===== src/rtl/psw_pkg.sv =====
package psw_pkg;

    localparam int WORD_W = 16;
    localparam int BYTE_W = 8;

    localparam int B_CF = 0;
    localparam int B_PF = 2;
    localparam int B_AF = 4;
    localparam int B_ZF = 6;
    localparam int B_SF = 7;
    localparam int B_TF = 8;
    localparam int B_IF = 9;
    localparam int B_DF = 10;
    localparam int B_OF = 11;

    localparam logic [WORD_W-1:0] LIVE_MASK =
        WORD_W'((1 << B_CF) | (1 << B_PF) | (1 << B_AF) | (1 << B_ZF) |
                (1 << B_SF) | (1 << B_TF) | (1 << B_IF) | (1 << B_DF) |
                (1 << B_OF));

    typedef enum logic [2:0] {
        CLS_MOVE  = 3'd0,
        CLS_ARITH = 3'd1,
        CLS_LOGIC = 3'd2,
        CLS_COMPL = 3'd3,
        CLS_SHIFT = 3'd4,
        CLS_RSV5  = 3'd5,
        CLS_RSV6  = 3'd6,
        CLS_RSV7  = 3'd7
    } op_cls_e;

endpackage


===== src/rtl/psw_result_flags.sv =====
module psw_result_flags #(
    parameter int W  = 16,
    parameter int BW = 8
) (
    input  logic         wide,
    input  logic [W-1:0] result,
    output logic         zf,
    output logic         sf,
    output logic         pf
);
    logic narrow_zero;
    logic full_zero;

    always_comb begin
        narrow_zero = (result[BW-1:0] == '0);
        full_zero   = (result == '0);
        zf          = wide ? full_zero : narrow_zero;
        sf          = wide ? result[W-1] : result[BW-1];
        // even number of ones in the low byte
        pf          = ~(^result[BW-1:0]);
    end
endmodule


===== src/rtl/psw_next.sv =====
module psw_next
    import psw_pkg::*;
(
    input  logic [WORD_W-1:0] cur,
    input  logic              upd_en,
    input  op_cls_e           cls,
    input  logic              zf,
    input  logic              sf,
    input  logic              pf,
    input  logic              carry_in,
    input  logic              ovf_in,
    input  logic              af_in,
    input  logic              shift_out,
    input  logic              pop_en,
    input  logic [WORD_W-1:0] pop_word,
    output logic [WORD_W-1:0] nxt
);
    logic [WORD_W-1:0] upd;

    always_comb begin
        upd = cur;
        unique case (cls)
            CLS_ARITH: begin
                upd[B_ZF] = zf;
                upd[B_SF] = sf;
                upd[B_PF] = pf;
                upd[B_CF] = carry_in;
                upd[B_OF] = ovf_in;
                upd[B_AF] = af_in;
            end
            CLS_LOGIC: begin
                upd[B_ZF] = zf;
                upd[B_SF] = sf;
                upd[B_PF] = pf;
                upd[B_CF] = 1'b0;
                upd[B_OF] = 1'b0;
                upd[B_AF] = 1'b0;
            end
            CLS_SHIFT: begin
                upd[B_ZF] = zf;
                upd[B_SF] = sf;
                upd[B_PF] = pf;
                upd[B_CF] = shift_out;
                upd[B_OF] = ovf_in;
            end
            default: upd = cur;
        endcase

        if (pop_en)
            nxt = pop_word & LIVE_MASK;
        else if (upd_en)
            nxt = upd & LIVE_MASK;
        else
            nxt = cur;
    end
endmodule


===== src/rtl/psw_unit.sv =====
module psw_unit
    import psw_pkg::*;
(
    input  logic        clk,
    input  logic        rst_n,
    input  logic        upd_en,
    input  logic [2:0]  op_cls,
    input  logic        wide,
    input  logic [15:0] result,
    input  logic        carry_in,
    input  logic        ovf_in,
    input  logic        af_in,
    input  logic        shift_out,
    input  logic        pop_en,
    input  logic [15:0] pop_word,
    output logic [15:0] psw,
    output logic        tf_o,
    output logic        if_o,
    output logic        df_o
);
    logic [WORD_W-1:0] psw_q;
    logic [WORD_W-1:0] psw_d;
    logic              zf_c, sf_c, pf_c;
    op_cls_e           cls;

    assign cls = op_cls_e'(op_cls);

    psw_result_flags #(.W(WORD_W), .BW(BYTE_W)) u_flags (
        .wide   (wide),
        .result (result),
        .zf     (zf_c),
        .sf     (sf_c),
        .pf     (pf_c)
    );

    psw_next u_next (
        .cur       (psw_q),
        .upd_en    (upd_en),
        .cls       (cls),
        .zf        (zf_c),
        .sf        (sf_c),
        .pf        (pf_c),
        .carry_in  (carry_in),
        .ovf_in    (ovf_in),
        .af_in     (af_in),
        .shift_out (shift_out),
        .pop_en    (pop_en),
        .pop_word  (pop_word),
        .nxt       (psw_d)
    );

    always_ff @(posedge clk) begin
        if (!rst_n) psw_q <= '0;
        else        psw_q <= psw_d;
    end

    always_comb begin
        psw  = psw_q;
        tf_o = psw_q[B_TF];
        if_o = psw_q[B_IF];
        df_o = psw_q[B_DF];
    end

    p_unused_zero_r2: assert property (@(posedge clk) disable iff (!rst_n)
        (psw & ~LIVE_MASK) == '0);

    p_hold_r9: assert property (@(posedge clk) disable iff (!rst_n)
        (!pop_en && (!upd_en || op_cls == 3'd0 || op_cls == 3'd3 || op_cls > 3'd4))
        |=> $stable(psw));

    p_ctrl_stable_r10: assert property (@(posedge clk) disable iff (!rst_n)
        !pop_en |=> $stable(psw[B_DF:B_TF]));

    p_restore_r11: assert property (@(posedge clk) disable iff (!rst_n)
        pop_en |=> psw == ($past(pop_word) & LIVE_MASK));

    p_arith_carry_r6: assert property (@(posedge clk) disable iff (!rst_n)
        (!pop_en && upd_en && op_cls == 3'd1)
        |=> (psw[B_CF] == $past(carry_in)) && (psw[B_OF] == $past(ovf_in)));

    p_logic_clear_r7: assert property (@(posedge clk) disable iff (!rst_n)
        (!pop_en && upd_en && op_cls == 3'd2)
        |=> !psw[B_CF] && !psw[B_OF] && !psw[B_AF]);

    p_shift_carry_r8: assert property (@(posedge clk) disable iff (!rst_n)
        (!pop_en && upd_en && op_cls == 3'd4)
        |=> (psw[B_CF] == $past(shift_out)) && $stable(psw[B_AF]));
endmodule


===== config.mk =====
export PLATFORM = sky130hd
export DESIGN_NAME = psw_unit
export DESIGN_NICKNAME = d
export VERILOG_FILES = /design/src/rtl/psw_pkg.sv /design/src/rtl/psw_result_flags.sv /design/src/rtl/psw_next.sv /design/src/rtl/psw_unit.sv
export SDC_FILE = /design/constraint.sdc
export NUM_CORES = 1
export LEC_CHECK = 0
export BUFFER_PORTS_ARGS = -buffer_cell sky130_fd_sc_hd__buf_2
export CORE_UTILIZATION = 45
export DETAILED_ROUTE_END_ITERATION = 7
export PLACE_DENSITY = 0.85
export SYNTH_ARGS = -nofsm -noshare
export SYNTH_HDL_FRONTEND = slang
export SYNTH_HIERARCHICAL = 1
export SYNTH_SLANG_ARGS = --single-unit

===== constraint.sdc =====
create_clock -name clk -period 2.79 [get_ports clk]
set_input_delay 0.558 -clock clk [delete_from_list [all_inputs] [get_ports clk]]
set_output_delay 0.558 -clock clk [all_outputs]
set_load 0.005 [all_outputs]

; ---- Word level (Yosys, flattened, before mapping)
; Cells that the tools add are included.
[totals]
register_bits = 9
inputBits = 44
output_inout_bits = 19
wordCells = 32
[op_classes]
n_eq_ne = 3
muxes = 9
bitwise = 1
reduce_logical = 14
[op_table]
columns = cell, count
row1 = $mux 12, 2
row2 = $logic_not 16->1, 1
row3 = $logic_not 8->1, 1
row4 = $reduce_and 2->1, 4
row5 = $reduce_xor 8->1, 1
row6 = $reduce_bool 3->1, 2
row7 = $pmux 1 s2, 2
row8 = $reduce_bool 2->1, 2
row9 = $reduce_bool 4->1, 1
row10 = $eq 3x1->1 const B, 1
row11 = $eq 3x2->1 const B, 1
row12 = $eq 3x3->1 const B, 1
row13 = $mux 1, 3
row14 = $pmux 1 s3, 1
row15 = $reduce_or 3->1, 1
row16 = $mux 2, 1
row17 = $reduce_or 2->1, 1
row18 = $not 1->1, 1

; ---- Logic depth before layout (Yosys ltp)
[logic_depth]
ltp_word = 5
depth_mapped = 7
depth_no_buf = 7

; ---- By module
; The synthesis kept the hierarchy.
[modules_own_cells]
columns = mod, n_inst, cells_each, area_each_um2, seq_area_each_um2
row1 = psw_unit, 1, 36, 469.2, 320.3
row2 = psw_next, 1, 42, 324.1, 0.0
row3 = psw_result_flags, 1, 22, 152.6, 0.0

; ---- Worst setup path after synthesis
; OpenSTA, ideal clock, no wires.
[synth_path]
kind = in2reg
startpoint = input op_cls[0]
endpoint = register psw_q[2] (netlist: psw[2])
setup_time_ns = 0.116
t_arrival_ns = 1.839
t_required_ns = 2.674
path_slack_ns = 0.835
path_stages = 6
path_buffers = 1
path_cell_list = buf_6 > xor2_1 > o211ai_2 > mux2_2 > mux2_2 > and2_2
[synth_between]
elab_chain_cells = 4
elab_cells_between_ends = 6
classes_between = 3 x eq/ne / 3 x reduce/logical
[synth_lines]
columns = element, line_no
row1 = from (decl), psw_unit.sv:7  ; input logic [2:0] op_cls,
row2 = "$eq 3x1->1, or another cell as far along", psw_next.sv:22  ; unique case (cls)
row3 = $reduce_or 3->1 (no line) *, -
row4 = $reduce_bool 2->1 (no line) *, -
row5 = $reduce_and 2->1 (no line) *, -
row6 = to (signal assigned), psw_unit.sv:54  ; else psw_q <= psw_d;
row7 = to (decl), psw_unit.sv:21  ; logic [WORD_W-1:0] psw_q;
; Mark *: on every way between the ends. The rest lies on a longest branch, timed or not.
; A chain may end at the register's enable or synchronous reset.

; ---- Final worst setup path
[layout_path]
startpoint = input op_cls[0]
endpoint = register psw_q[6] (netlist: psw[6])
; The elaborated chain is that of the path after synthesis.

==> impl_results.md <==
- Status: completed
- Top cells by area, synth: dfxtp_1, mux2_2, and2_2
- Worst Setup End Kind: flop
- Vert. Die Dim: ~48 µm
- Final setup violation count: 0
- Initial antenna violation count: 0
- Synth cell types: 27
- H-tree levels: 1
- Startpoint types: input pin
- Congestion Overflow GR: 0
- Clk buf depth: 2
- Most common cell after layout, fill and taps aside: buf_2
- Rel. slew slack: 0.7875
- Cell area after synthesis: around 950 µm²
- Asr flop ratio synth: 0
- Layout area overhead: 30.56%
- Post-CTS Setup Bufs: 0
- Dpl cells: between 150 and 200
- Max reg flops: 16
- Hold Crit Class: flop to flop
- Cell count after synthesis: 100
- F_max: 562.9 MHz
- Clock root buffer: clkbuf_4
- Multi-input logic area: 531.8 µm²
- Slew Limit Fails: 0
- Dpl hpwl: 1611 µm
- Yosys Warn Count: 6
- CTS tree: done
- Gr busiest metal: met2
- Seq. cell area: between 300 and 400 µm²
- Most frequent cells in the layout: buf_2, dfxtp_1, and2_2
- Grt met3 use: 0.04528
- Vias per cell: roughly 4.7
- Syn Nets: 148
- Final Critical Period: between 1.5 and 2 ns
- # nets final: 202
- CP Class: input pin to flop
- Row Count: 16
- Post-Route WL: 1989 µm
- Power Total: 0.5037 mW
- Final clock skew: 0 ns
- RSZ-0062 raised after global routing: false
- Mean post-synth cell area: 9.459 µm²
- Die width: 47.85 µm
- Pin count of the biggest net entering global routing: 17
- Final std cells w/o fill: 180
- Tot GR Track Use: 0.1792
- Max-Cap Viols: 0
- EDFF count, synth: 0
- Arr. time, crit path: 1.97 ns
- DRC violations left: 0
- Core ar.: 1962 µm²
- DRT Pass-1 Iters: 3
- IO Pins: 63
- ANT cells: 0
- Wire per inst: 11.05 µm
- Yosys reg bits: 16
- Layout filler cell count: 184
- Largest area contributor in the netlist: dfxtp_1
- Pwr Density: between 400 and 500 nW/µm²
- Num CTS Buffers: 3
- CTS resizes: 0
- Final worst-path cycle share: 0.6368
- Worst slew pin tran: between 0.3 and 0.4 ns
- Vias: 839
- Post-route cell area: about 1200 µm²
- Synth Flop Type: dfxtp_1
- Worst VDD drop: 0.3193 mV
- Met2 GRT Util: 0.3514
- First-pass GRT wire length: ~2800 µm
- Worst EP required: 2.98 ns
- Placed Area: about 1200 µm²
- Hold-fix buffers, CTS: 0
- Layout cells sized above 1: 0.5621
- Setup total negative slack: 0 ns
- Top-area cell type share of the netlist area: 0.3386
- Final hold violation count: 0
- Clock latency on the worst-skew pair: 0.29 ns
- Sequential-to-total area share from yosys stat: 0.3386
- Lkg Pwr: 0.6590 nW
- ANT nets after route: 0
- Buffers on Ports: 55
- Critical Path Fanout Max: 7
- DRT iter0 DRCs: 4
- Met1 Use GR: 0.1841
- Die footprint: 2289 µm²
- Final GP Congestion: 0.6926
- Initial Utilization: 0.4821
- Vias in the first global route: 678
- Worst-path clk slew: 0.10 ns
- Total clock sinks: 16
==> power by group <==
part | switching, mW | internal, mW
clock | 0.0728 | 0.0794
sequential | 0.00440 | 0.237
combinational | 0.0464 | 0.0636
total | 0.124 | 0.380
==> critical path, stage by stage <==
cell      delay (ns)
buf_2           0.14
xor2_1          0.17
o211ai_2        0.29
mux2_2          0.37
mux2_2          0.25
and2_2          0.18
==> synth_stat cells (2+ instances only) <==
library cell / count
a221oi_1: 2
and2_1: 11
xor2_1: 2
buf_4: 3
a21oi_1: 2
buf_6: 3
nand3b_1: 2
nor2_1: 2
and2b_2: 2
o21ai_0: 3
inv_1: 10
mux2_2: 9
and2_2: 12
nand2_1: 4
dfxtp_1: 16
xnor2_1: 3
ha_1: 4
==> final timing paths <==
check             from      end  slack, ns  cells past startpoint
max          op_cls[0]   psw[6]       1.01                      6
min            psw[12]  psw[12]       0.59                      2
max reg2reg     psw[4]   psw[4]       1.55                      4
min reg2reg    psw[12]  psw[12]       0.59                      2
==> final cells by class <==
| cell class | instances | area share |
|---|---|---|
| Clock buffer | 4 | 0.02938 |
| Inverter | 10 | 0.03040 |
| Multi-Input combinational cell | 68 | 0.4306 |
| Sequential cell | 16 | 0.2594 |
| Tap cell | 27 | 0.02736 |
| Timing Repair Buffer | 55 | 0.2229 |
==> routing by layer <==
metal,vias to the layer above,part of all wire
li1,432,-
met1,381,0.39
met2,24,0.56
met3,2,0.043
met4,0,0.0065
met5,-,0
==> kinds of logic (layout without fill, tap and decap cells) <==
group | count (synthesis) | count (layout) | share of synthesized area
compound gates | 12 | 12 | 0.09127
xor+xnor | 5 | 5 | 0.04630
fa+ha+maj | 4 | 4 | 0.05291
buf+inv | 16 | 69 | 0.09921
flops | 16 | 16 | 0.3386
mux | 9 | 9 | 0.1071
simple gates | 38 | 38 | 0.2646
==> through the flow <==
step | hold WS [ns] | util | worst slack (ns)
2_1_floorplan | 0.5575 | - | 0.8349
3_3_place_gp | 0.5437 | 0.6110 | 0.7142
3_5_place_dp | 0.5655 | 0.6110 | 0.6959
4_1_cts | 0.5880 | 0.6295 | 1.004
5_1_grt | 0.6098 | 0.6295 | 0.9572
6_report | 0.5881 | 0.6295 | 1.013
Note: power is estimated with default switching activity, not from simulation.
